<file path="config.mk">
export PLATFORM = sky130hd
export DESIGN_NAME = txring_engine
export DESIGN_NICKNAME = d
export VERILOG_FILES = /design/src/rtl/txring_pkg.sv /design/src/rtl/txring_regs.sv /design/src/rtl/txring_walker.sv /design/src/rtl/txring_engine.sv
export SDC_FILE = /design/constraint.sdc
export NUM_CORES = 1
export LEC_CHECK = 0
export CAP_MARGIN = 40
export CORE_MARGIN = 2
export CORE_UTILIZATION = 50
export DETAILED_ROUTE_END_ITERATION = 10
export DONT_BUFFER_PORTS = 1
export RECOVER_POWER = 25
export SLEW_MARGIN = 20
export SYNTH_ARGS = -nofsm -noshare
export SYNTH_HDL_FRONTEND = slang
export SYNTH_SLANG_ARGS = --single-unit
</file>
<file path="constraint.sdc">
create_clock -name clk -period 5.1 [get_ports clk]
set_input_delay 1.53 -clock clk [delete_from_list [all_inputs] [get_ports clk]]
set_output_delay 1.53 -clock clk [all_outputs]
set_load 0.03 [all_outputs]
</file>
<file path="src/rtl/txring_pkg.sv">
package txring_pkg;

    localparam logic [7:0] OFS_CTRL    = 8'h00;
    localparam logic [7:0] OFS_BASE_LO = 8'h10;
    localparam logic [7:0] OFS_BASE_HI = 8'h14;
    localparam logic [7:0] OFS_PROD    = 8'h18;
    localparam logic [7:0] OFS_CONS    = 8'h1C;
    localparam logic [7:0] OFS_LEN     = 8'h20;

    localparam int DESC_BYTES = 16;
    localparam int FINAL_BIT  = 15;

    // fixed descriptor layout, most significant field first
    typedef struct packed {
        logic [15:0] flags;
        logic [15:0] err_csum;
        logic [15:0] frame_len;
        logic [15:0] buf_len;
        logic [63:0] buf_addr;
    } tx_desc_t;

    typedef enum logic [2:0] {
        W_IDLE,
        W_FETCH,
        W_WAIT,
        W_SEND,
        W_DONE
    } walk_state_e;

endpackage

</file>
<file path="src/rtl/txring_regs.sv">
module txring_regs #(
    parameter int IDX_W  = 16,
    parameter int REG_AW = 8,
    parameter int DATA_W = 32,
    parameter int ALIGN_BITS = 7,
    parameter int LEN_GRAN_BITS = 3
) (
    input  logic              clk,
    input  logic              rst_n,
    input  logic              wr_en,
    input  logic [REG_AW-1:0] wr_addr,
    input  logic [DATA_W-1:0] wr_data,
    input  logic [REG_AW-1:0] rd_addr,
    output logic [DATA_W-1:0] rd_data,
    input  logic              ci_adv,
    output logic              en,
    output logic [2*DATA_W-1:0] base,
    output logic [IDX_W-1:0]  pi,
    output logic [IDX_W-1:0]  ci,
    output logic [IDX_W-1:0]  len
);
    import txring_pkg::*;

    typedef struct packed {
        logic              en;
        logic [DATA_W-1:0] base_lo;
        logic [DATA_W-1:0] base_hi;
        logic [IDX_W-1:0]  pi;
        logic [IDX_W-1:0]  ci;
        logic [IDX_W-1:0]  len;
    } regs_t;

    regs_t r_d, r_q;

    localparam logic [DATA_W-1:0] BASE_MASK = ~DATA_W'((1 << ALIGN_BITS) - 1);
    localparam logic [IDX_W-1:0]  LEN_MASK  = ~IDX_W'((1 << LEN_GRAN_BITS) - 1);

    logic [IDX_W-1:0] ci_inc;

    always_comb begin
        r_d    = r_q;
        ci_inc = r_q.ci + 1'b1;
        if (wr_en) begin
            unique case (wr_addr)
                OFS_CTRL:    r_d.en      = wr_data[DATA_W-1];
                OFS_BASE_LO: r_d.base_lo = wr_data & BASE_MASK;
                OFS_BASE_HI: r_d.base_hi = wr_data;
                OFS_PROD:    r_d.pi      = wr_data[IDX_W-1:0];
                OFS_CONS:    if (!r_q.en) r_d.ci = wr_data[IDX_W-1:0];
                OFS_LEN:     r_d.len     = wr_data[IDX_W-1:0] & LEN_MASK;
                default: ;
            endcase
        end
        // hardware advance wins over any software consumer write
        if (ci_adv) begin
            r_d.ci = (ci_inc >= r_q.len) ? '0 : ci_inc;
        end
    end

    always_ff @(posedge clk) begin
        if (!rst_n) r_q <= '0;
        else        r_q <= r_d;
    end

    always_comb begin
        rd_data = '0;
        unique case (rd_addr)
            OFS_CTRL:    rd_data[DATA_W-1]  = r_q.en;
            OFS_BASE_LO: rd_data            = r_q.base_lo;
            OFS_BASE_HI: rd_data            = r_q.base_hi;
            OFS_PROD:    rd_data[IDX_W-1:0] = r_q.pi;
            OFS_CONS:    rd_data[IDX_W-1:0] = r_q.ci;
            OFS_LEN:     rd_data[IDX_W-1:0] = r_q.len;
            default: ;
        endcase
    end

    assign en   = r_q.en;
    assign base = {r_q.base_hi, r_q.base_lo};
    assign pi   = r_q.pi;
    assign ci   = r_q.ci;
    assign len  = r_q.len;

    AST_CI_LOCKED: assert property (@(posedge clk) disable iff (!rst_n)
        (wr_en && wr_addr == OFS_CONS && r_q.en && !ci_adv) |=> $stable(r_q.ci));
    AST_CI_WRAP: assert property (@(posedge clk) disable iff (!rst_n)
        (ci_adv && r_q.len != '0 && r_q.ci == r_q.len - 1'b1) |=> (r_q.ci == '0));

endmodule

</file>
<file path="src/rtl/txring_walker.sv">
module txring_walker #(
    parameter int IDX_W  = 16,
    parameter int ADDR_W = 64,
    parameter int LEN_W  = 16,
    parameter int DESC_W = 128
) (
    input  logic              clk,
    input  logic              rst_n,
    input  logic              en,
    input  logic [ADDR_W-1:0] base,
    input  logic [IDX_W-1:0]  pi,
    input  logic [IDX_W-1:0]  ci,
    input  logic [IDX_W-1:0]  len,
    output logic              ci_adv,
    output logic              mem_rd_valid,
    input  logic              mem_rd_ready,
    output logic [ADDR_W-1:0] mem_rd_addr,
    input  logic              mem_rsp_valid,
    input  logic [DESC_W-1:0] mem_rsp_data,
    output logic              frm_valid,
    input  logic              frm_ready,
    output logic [ADDR_W-1:0] frm_addr,
    output logic [LEN_W-1:0]  frm_len,
    input  logic              frm_done
);
    import txring_pkg::*;

    localparam int SLOT_SHIFT = $clog2(DESC_BYTES);

    typedef struct packed {
        walk_state_e       st;
        logic [ADDR_W-1:0] fetch_addr;
        logic [ADDR_W-1:0] f_addr;
        logic [LEN_W-1:0]  f_len;
    } walk_t;

    walk_t w_d, w_q;
    tx_desc_t desc;

    always_comb begin
        w_d    = w_q;
        ci_adv = 1'b0;
        desc   = tx_desc_t'(mem_rsp_data);
        unique case (w_q.st)
            W_IDLE: begin
                if (en && len != '0 && ci != pi) begin
                    w_d.fetch_addr = base + (ADDR_W'(ci) << SLOT_SHIFT);
                    w_d.st         = W_FETCH;
                end
            end
            W_FETCH: begin
                if (mem_rd_ready) w_d.st = W_WAIT;
            end
            W_WAIT: begin
                if (mem_rsp_valid) begin
                    if (desc.buf_len == '0 || !desc.flags[FINAL_BIT]) begin
                        ci_adv = 1'b1;
                        w_d.st = W_IDLE;
                    end else begin
                        w_d.f_addr = desc.buf_addr;
                        w_d.f_len  = desc.buf_len;
                        w_d.st     = W_SEND;
                    end
                end
            end
            W_SEND: begin
                if (frm_ready) w_d.st = W_DONE;
            end
            W_DONE: begin
                if (frm_done) begin
                    ci_adv = 1'b1;
                    w_d.st = W_IDLE;
                end
            end
            default: w_d.st = W_IDLE;
        endcase
    end

    always_ff @(posedge clk) begin
        if (!rst_n) w_q <= '{st: W_IDLE, default: '0};
        else        w_q <= w_d;
    end

    assign mem_rd_valid = (w_q.st == W_FETCH);
    assign mem_rd_addr  = w_q.fetch_addr;
    assign frm_valid    = (w_q.st == W_SEND);
    assign frm_addr     = w_q.f_addr;
    assign frm_len      = w_q.f_len;

    AST_FETCH_HOLD: assert property (@(posedge clk) disable iff (!rst_n)
        (mem_rd_valid && !mem_rd_ready) |=> (mem_rd_valid && $stable(mem_rd_addr)));
    AST_ONE_OUTSTANDING: assert property (@(posedge clk) disable iff (!rst_n)
        !(mem_rd_valid && frm_valid));
    AST_REQ_HOLD: assert property (@(posedge clk) disable iff (!rst_n)
        (frm_valid && !frm_ready) |=> (frm_valid && $stable(frm_addr) && $stable(frm_len)));
    AST_START_GATED: assert property (@(posedge clk) disable iff (!rst_n)
        $rose(mem_rd_valid) |-> ($past(en) && $past(ci) != $past(pi)));

endmodule

</file>
<file path="src/rtl/txring_engine.sv">
module txring_engine #(
    parameter int IDX_W  = 16,
    parameter int REG_AW = 8,
    parameter int DATA_W = 32,
    parameter int LEN_W  = 16,
    parameter int DESC_W = 128
) (
    input  logic                clk,
    input  logic                rst_n,
    input  logic                reg_wr_en,
    input  logic [REG_AW-1:0]   reg_wr_addr,
    input  logic [DATA_W-1:0]   reg_wr_data,
    input  logic [REG_AW-1:0]   reg_rd_addr,
    output logic [DATA_W-1:0]   reg_rd_data,
    output logic                mem_rd_valid,
    input  logic                mem_rd_ready,
    output logic [2*DATA_W-1:0] mem_rd_addr,
    input  logic                mem_rsp_valid,
    input  logic [DESC_W-1:0]   mem_rsp_data,
    output logic                frm_valid,
    input  logic                frm_ready,
    output logic [2*DATA_W-1:0] frm_addr,
    output logic [LEN_W-1:0]    frm_len,
    input  logic                frm_done
);
    localparam int ADDR_W = 2 * DATA_W;

    logic              en, ci_adv;
    logic [ADDR_W-1:0] base;
    logic [IDX_W-1:0]  pi, ci, len;

    txring_regs #(.IDX_W(IDX_W), .REG_AW(REG_AW), .DATA_W(DATA_W)) u_regs (
        .clk(clk), .rst_n(rst_n),
        .wr_en(reg_wr_en), .wr_addr(reg_wr_addr), .wr_data(reg_wr_data),
        .rd_addr(reg_rd_addr), .rd_data(reg_rd_data),
        .ci_adv(ci_adv), .en(en), .base(base), .pi(pi), .ci(ci), .len(len)
    );

    txring_walker #(.IDX_W(IDX_W), .ADDR_W(ADDR_W), .LEN_W(LEN_W), .DESC_W(DESC_W)) u_walk (
        .clk(clk), .rst_n(rst_n),
        .en(en), .base(base), .pi(pi), .ci(ci), .len(len), .ci_adv(ci_adv),
        .mem_rd_valid(mem_rd_valid), .mem_rd_ready(mem_rd_ready), .mem_rd_addr(mem_rd_addr),
        .mem_rsp_valid(mem_rsp_valid), .mem_rsp_data(mem_rsp_data),
        .frm_valid(frm_valid), .frm_ready(frm_ready), .frm_addr(frm_addr),
        .frm_len(frm_len), .frm_done(frm_done)
    );

endmodule

</file>
======== Word level (Yosys, flattened, before mapping) ========
Index checks and enable logic that the tools add are counted.
storage, ports and cells
  flip-flop bits (word level) ............. 250
  bits in latches ......................... 0
  memory bits (writable) .................. 0
  ROM bits ................................ 0
  output and inout port bits .............. 178
  memories ................................ 0
operators by class
  $add $sub $neg .......................... 2
  $mul .................................... 0
  div/mod/pow operators ................... 0
  magnitude comparators ................... 1
  equal/unequal tests ..................... 21
  shift-type cells ........................ 0
  muxes and demuxes ....................... 20
  bitwise gates (word level) .............. 1
  reduce and logical (&&, ||, !) cells .... 20
operators with widths
  operator                                              number
  2-to-1 mux 16 bit                                     5
  one-hot mux 16 bit (5 select lines)                   1
  2-to-1 mux 67 bit                                     1
  adder 64 x 20 -> 64 bit                               1
  equality test 8 x 5 -> 1 bit (second input constant)  8
  2-to-1 mux 32 bit                                     1
  one-hot mux 15 bit (2 select lines)                   1
  adder 16 x 1 -> 16 bit (second input constant)        1
  equality test 8 x 6 -> 1 bit (second input constant)  2
  greater-or-equal comparator 16 bit                    1
  zero test 16 bit                                      1
  zero test 8 bit                                       2
  != test 16 bit                                        1
  nonzero test 16 bit                                   1
  one-hot mux 3 bit (5 select lines)                    1
  2-to-1 mux 3 bit                                      4
  AND reduction 2 bit                                   6
  equality test 3 x 2 -> 1 bit (second input constant)  2
  != test 2 x 1 -> 1 bit (second input constant)        3
  != test 2 bit (second input constant)                 3
  AND reduction 3 bit                                   2
  AND reduction 5 bit                                   1
  nonzero test 2 bit                                    2
  equality test 3 x 1 -> 1 bit (second input constant)  1
  10 further kinds                                      13

======== Longest topological paths before layout ========
  word-level depth ........................ 7
  depth in mapped cells ................... 15
  mapped depth without buffers ............ 13

======== By module ========
From an unflattened synthesis, not the netlist that was laid out.
second synthesis, totals
  cell total of the unflattened synthesis .. 1,680
  area total of the unflattened synthesis .. 13,754.4 µm²
by module, submodules not included
  module         instances  cells an instance  area each (µm²)  sequential area each (µm²)
  txring_walker  1          1,028              8,112.8          2,942.8
  txring_regs    1          652                5,641.7          2,062.0

======== Worst setup path before layout ========
OpenSTA, ideal clock, no wires.
  path type ............................... input-to-output
  from .................................... in reg_rd_addr[1]
  to ...................................... out reg_rd_data[3]
  data arrival time ....................... 3,513 ps
  path slack .............................. 57 ps
  stages on the path ...................... 6
  path through ............................ or4_1 or3b_4 inv_2 nand2_2 clkbuf_1 o21ai_0
between the ends
  cells in the longest elaborated chain, start to end .. 2
  elaborated cells on any way between the ends .. 6
  those cells by class .................... 5 x eq/ne; 1 x mux
ends and longest elaborated chain
  item                                                                          line                 RTL
  start, declared                                                               txring_engine.sv:13  input logic [REG_AW-1:0] reg_rd_addr,
  equality test 8 x 6 -> 1 bit or equality test 8 x 5 -> 1 bit (tied branches)  txring_regs.sv:67    unique case (rd_addr)
  one-hot mux 16 bit (5 select lines) (*)                                       txring_regs.sv:67
  end, declared                                                                 txring_engine.sv:14  output logic [DATA_W-1:0] reg_rd_data,
Every way passes the cells marked *; elsewhere a longest branch is shown, timed or not.

======== Final worst setup path ========
  from .................................... in reg_rd_addr[1]
  to ...................................... out reg_rd_data[31]
between the ends
  cells in the longest elaborated chain, start to end .. 2
  elaborated cells on any way between the ends .. 4
  those cells by class .................... 2 x eq/ne; 1 x mux; 1 x reduce/logical
ends and longest elaborated chain
  item                                                             line
  equality test 8 x 5 -> 1 bit or zero test 8 bit (tied branches)  txring_regs.sv:67
  one-hot mux 1 bit (3 select lines) (*)                           txring_regs.sv:67
Marks and branches as above.

==> results.sh <==
export IMPL_worst_setup_path_start_kind="input pin"
export IMPL_area_growth_pct=3.39
export IMPL_viasPerCell=5.74
export IMPL_core_um2=26800
export IMPL_crit_type="in -> out"
export IMPL_final_max_slew_viol_count=0
export IMPL_root_buffer="clkbuf_16"
export IMPL_internal_power_mw=3.09
export IMPL_synth_warnings=0
export IMPL_period_share=0.972
export IMPL_drt_pass1_iter_count=6
export IMPL_cts_hold_buffers=0
export IMPL_io_pins=361
export IMPL_drive_above_1_share=0.0844
export IMPL_dpl_cell_count=1807
export IMPL_fin_crit_ns=4.96
export IMPL_htreeDepth=1
export IMPL_dpl_hpwl_um=27400
export IMPL_max_slew_worst_pin_slew_ns=1.08
export IMPL_clockBufferDepth=3
export IMPL_rows=60
export IMPL_cts_tree="done"
export IMPL_drc=0
export IMPL_p_leak_nw=4.97
export IMPL_wire_per_inst_um=20.2
export IMPL_total_power_mw=3.89
export IMPL_num_antenna_cells=0
export IMPL_synth_common_cells="nand2_1, dfxtp_1, buf_4"
export IMPL_swShare=0.205
export IMPL_antenna_found_initial=1
export IMPL_ys_flop_type="dfxtp_1"
export IMPL_cp_arrival_ns=3.43
export IMPL_design_die_area_um2=28500
export IMPL_clk_latency_ns=0.54
export IMPL_seqPwrFrac=0.495
export IMPL_grt_overflow_total=0
export IMPL_cts_resized=0
export IMPL_num_vias=10700
export IMPL_hp_class="reg -> reg"
export IMPL_synth_seq_cells=246
export IMPL_worstPathRequired_ns=3.57
export IMPL_postSynth_asyncResetShare=0
export IMPL_maxCapViolations=0
export IMPL_yosysMostFrequentCell="nand2_1"
export IMPL_final_setup_skew_ns=0.0123
export IMPL_synth_edf_count=0
export IMPL_clock_sinks=246
export IMPL_cts_buffers=27
export IMPL_wirelength_um=37600
export IMPL_r2r_start="u_regs.ci[0]"
export IMPL_synthCells=1662
export IMPL_setup_viol=0
export IMPL_first_global_vias=10100
export IMPL_crit_start="reg_rd_addr[1]"
export IMPL_finalSetupTns_ns=0
export IMPL_outcome="complete, no violations"
export IMPL_port_buffers=0
export IMPL_maxClockFrequency_mhz=202
export IMPL_die_x_um=169
export IMPL_grt_pass1_wl_um=57600
export IMPL_die_y_um=169
export IMPL_avgSynthCellArea_um2=8.18
export IMPL_combPwrFrac=0.011
export IMPL_crit_path_end_kind="primary output"
export IMPL_drt_iter0_markers=862
export IMPL_final_cells=1857
export IMPL_finalHoldViolCount=0
export IMPL_yosysTopAreaCellShare=0.362
export IMPL_antenna_left=0
export IMPL_seq_area_frac_synth=0.362
export IMPL_finalWeightedCongestion=0.959
export IMPL_synth_area_um2=13600
export IMPL_hold_start="u_regs.len[6]"
export IMPL_max_slew_margin=0.283
export IMPL_p_clk_frac=0.494
export IMPL_fin_nets=1707
export IMPL_synth_cell_type_count=71
export IMPL_grt_max_degree=248
export IMPL_rsz0062_at_grt="false"
export IMPL_hold_slack_ns=0.502
export IMPL_grt_use_total=0.254
export IMPL_ir_worst_vdd_uv=224
export IMPL_dpl_cell_area_um2=13200
export IMPL_path_clk_slew_ns=0.06
export IMPL_power_switching_uw=798
export IMPL_start_util=0.507
export IMPL_synthTopCellsByArea="dfxtp_1, nand2_1, buf_4"
export IMPL_yosys_area_top_type="dfxtp_1"
export IMPL_cp_max_fo=16
export IMPL_power_per_cell_area_nw_per_um2=277
export IMPL_post_route_cell_area_um2=14100
through the flow:
stage          setup WS [ns]   util
2_1_floorplan         0.0569      -
3_3_place_gp           0.103  0.489
3_5_place_dp          0.0584  0.492
4_1_cts               0.0532  0.525
5_1_grt               0.0495  0.524
6_report               0.144  0.524
routing by layer:
layer  vias up  track usage  share of wire
met5         -            0              0
met3        76       0.0514          0.070
met1      5028        0.322           0.42
met4         0       0.0956          0.039
li1       5188            -              -
met2       370        0.427           0.47
power by group through the flow:
| stage | clock network (mW) | registers (mW) | logic [mW] |
|---|---|---|---|
| after floorplan | 0 | 1.97 | 0.0678 |
| after global placement | 0 | 1.97 | 0.0433 |
| after detailed placement | 0 | 1.97 | 0.0437 |
| after CTS | 1.96 | 1.92 | 0.0438 |
| after global routing | 2.05 | 1.92 | 0.0456 |
| final | 1.92 | 1.92 | 0.0440 |
sequential cells by signal (all words and copies together) (netlist names), 3 cells and up:
signal,flops
u_walk.frm_addr,64
u_walk.mem_rd_addr,60
u_regs.base,57
u_regs.ci,16
u_regs.pi,16
u_walk.frm_len,16
u_regs.len,13
u_walk.w_q,3
critical path: stages:
cell and delay [ns]:
or4_1 0.54, or3b_4 0.42, inv_2 0.07, nand2_2 0.18
nor2_4 0.18, buf_12 0.15, nand2_1 0.07, o31ai_1 0.08
buf_4 0.20
cells in the final DEF (no fill, tap or decap), types with 7 or more instances in the layout:
cell       count
nand2_1      357
a21boi_1      34
nor3_1        11
a221o_1       10
mux2i_1       46
nor2_1        38
a21boi_0     120
xnor2_1       37
o21ai_0       71
nand2b_1       8
nor4_1        13
nand4_1       18
and3_1        14
a21oi_1       92
clkbuf_1      10
buf_4         23
o21ai_1        9
ha_1          27
clkbuf_16     27
nor2b_1       38
dfxtp_1      246
xor2_1        48
clkbuf_8       8
inv_1         21
nand3_1       45
buf_12        22
a22oi_1        7
a22o_1        15
logic make-up (layout without fill, tap and decap cells):
| logic type | count (synthesis) | count (layout) | share of synthesized area |
|---|---|---|---|
| other | 1 | 4 | 0.000276 |
| muxes | 49 | 49 | 0.0364 |
| and+or+nand+nor | 599 | 599 | 0.217 |
| buffers and inverters | 272 | 123 | 0.120 |
| DFF | 246 | 246 | 0.362 |
| xor gates and xnor gates | 85 | 85 | 0.0548 |
| adders and majority gates | 28 | 28 | 0.0263 |
| AOI/OAI and AO/OA | 382 | 382 | 0.183 |
layout make-up:
cell class / instances / area, um^2
Sequential cell: 246 / 4920
Timing Repair Buffer: 52 / 701
Inverter: 22 / 82.6
Tap cell: 341 / 427
Fill cell: 2606 / 12700
Multi-Input combinational cell: 1147 / 7040
Clock inverter: 6 / 61.3
Clock buffer: 43 / 816
worst paths after layout:
path / to / slack, ns / cells past startpoint
hold / removal: u_regs.len[6] / 0.50 / 2
setup reg to reg: u_regs.ci[3] / 1.44 / 14
hold reg to reg: u_regs.len[6] / 0.50 / 2
setup / recovery: reg_rd_data[31] / 0.14 / 9
repair_timing:
action	4_1_cts	5_1_grt
hold endpoints to repair	0	0
buffers inserted	0	1
endpoints found under the setup margin	0	16
No activity file was read; power rests on OpenSTA's default activity.
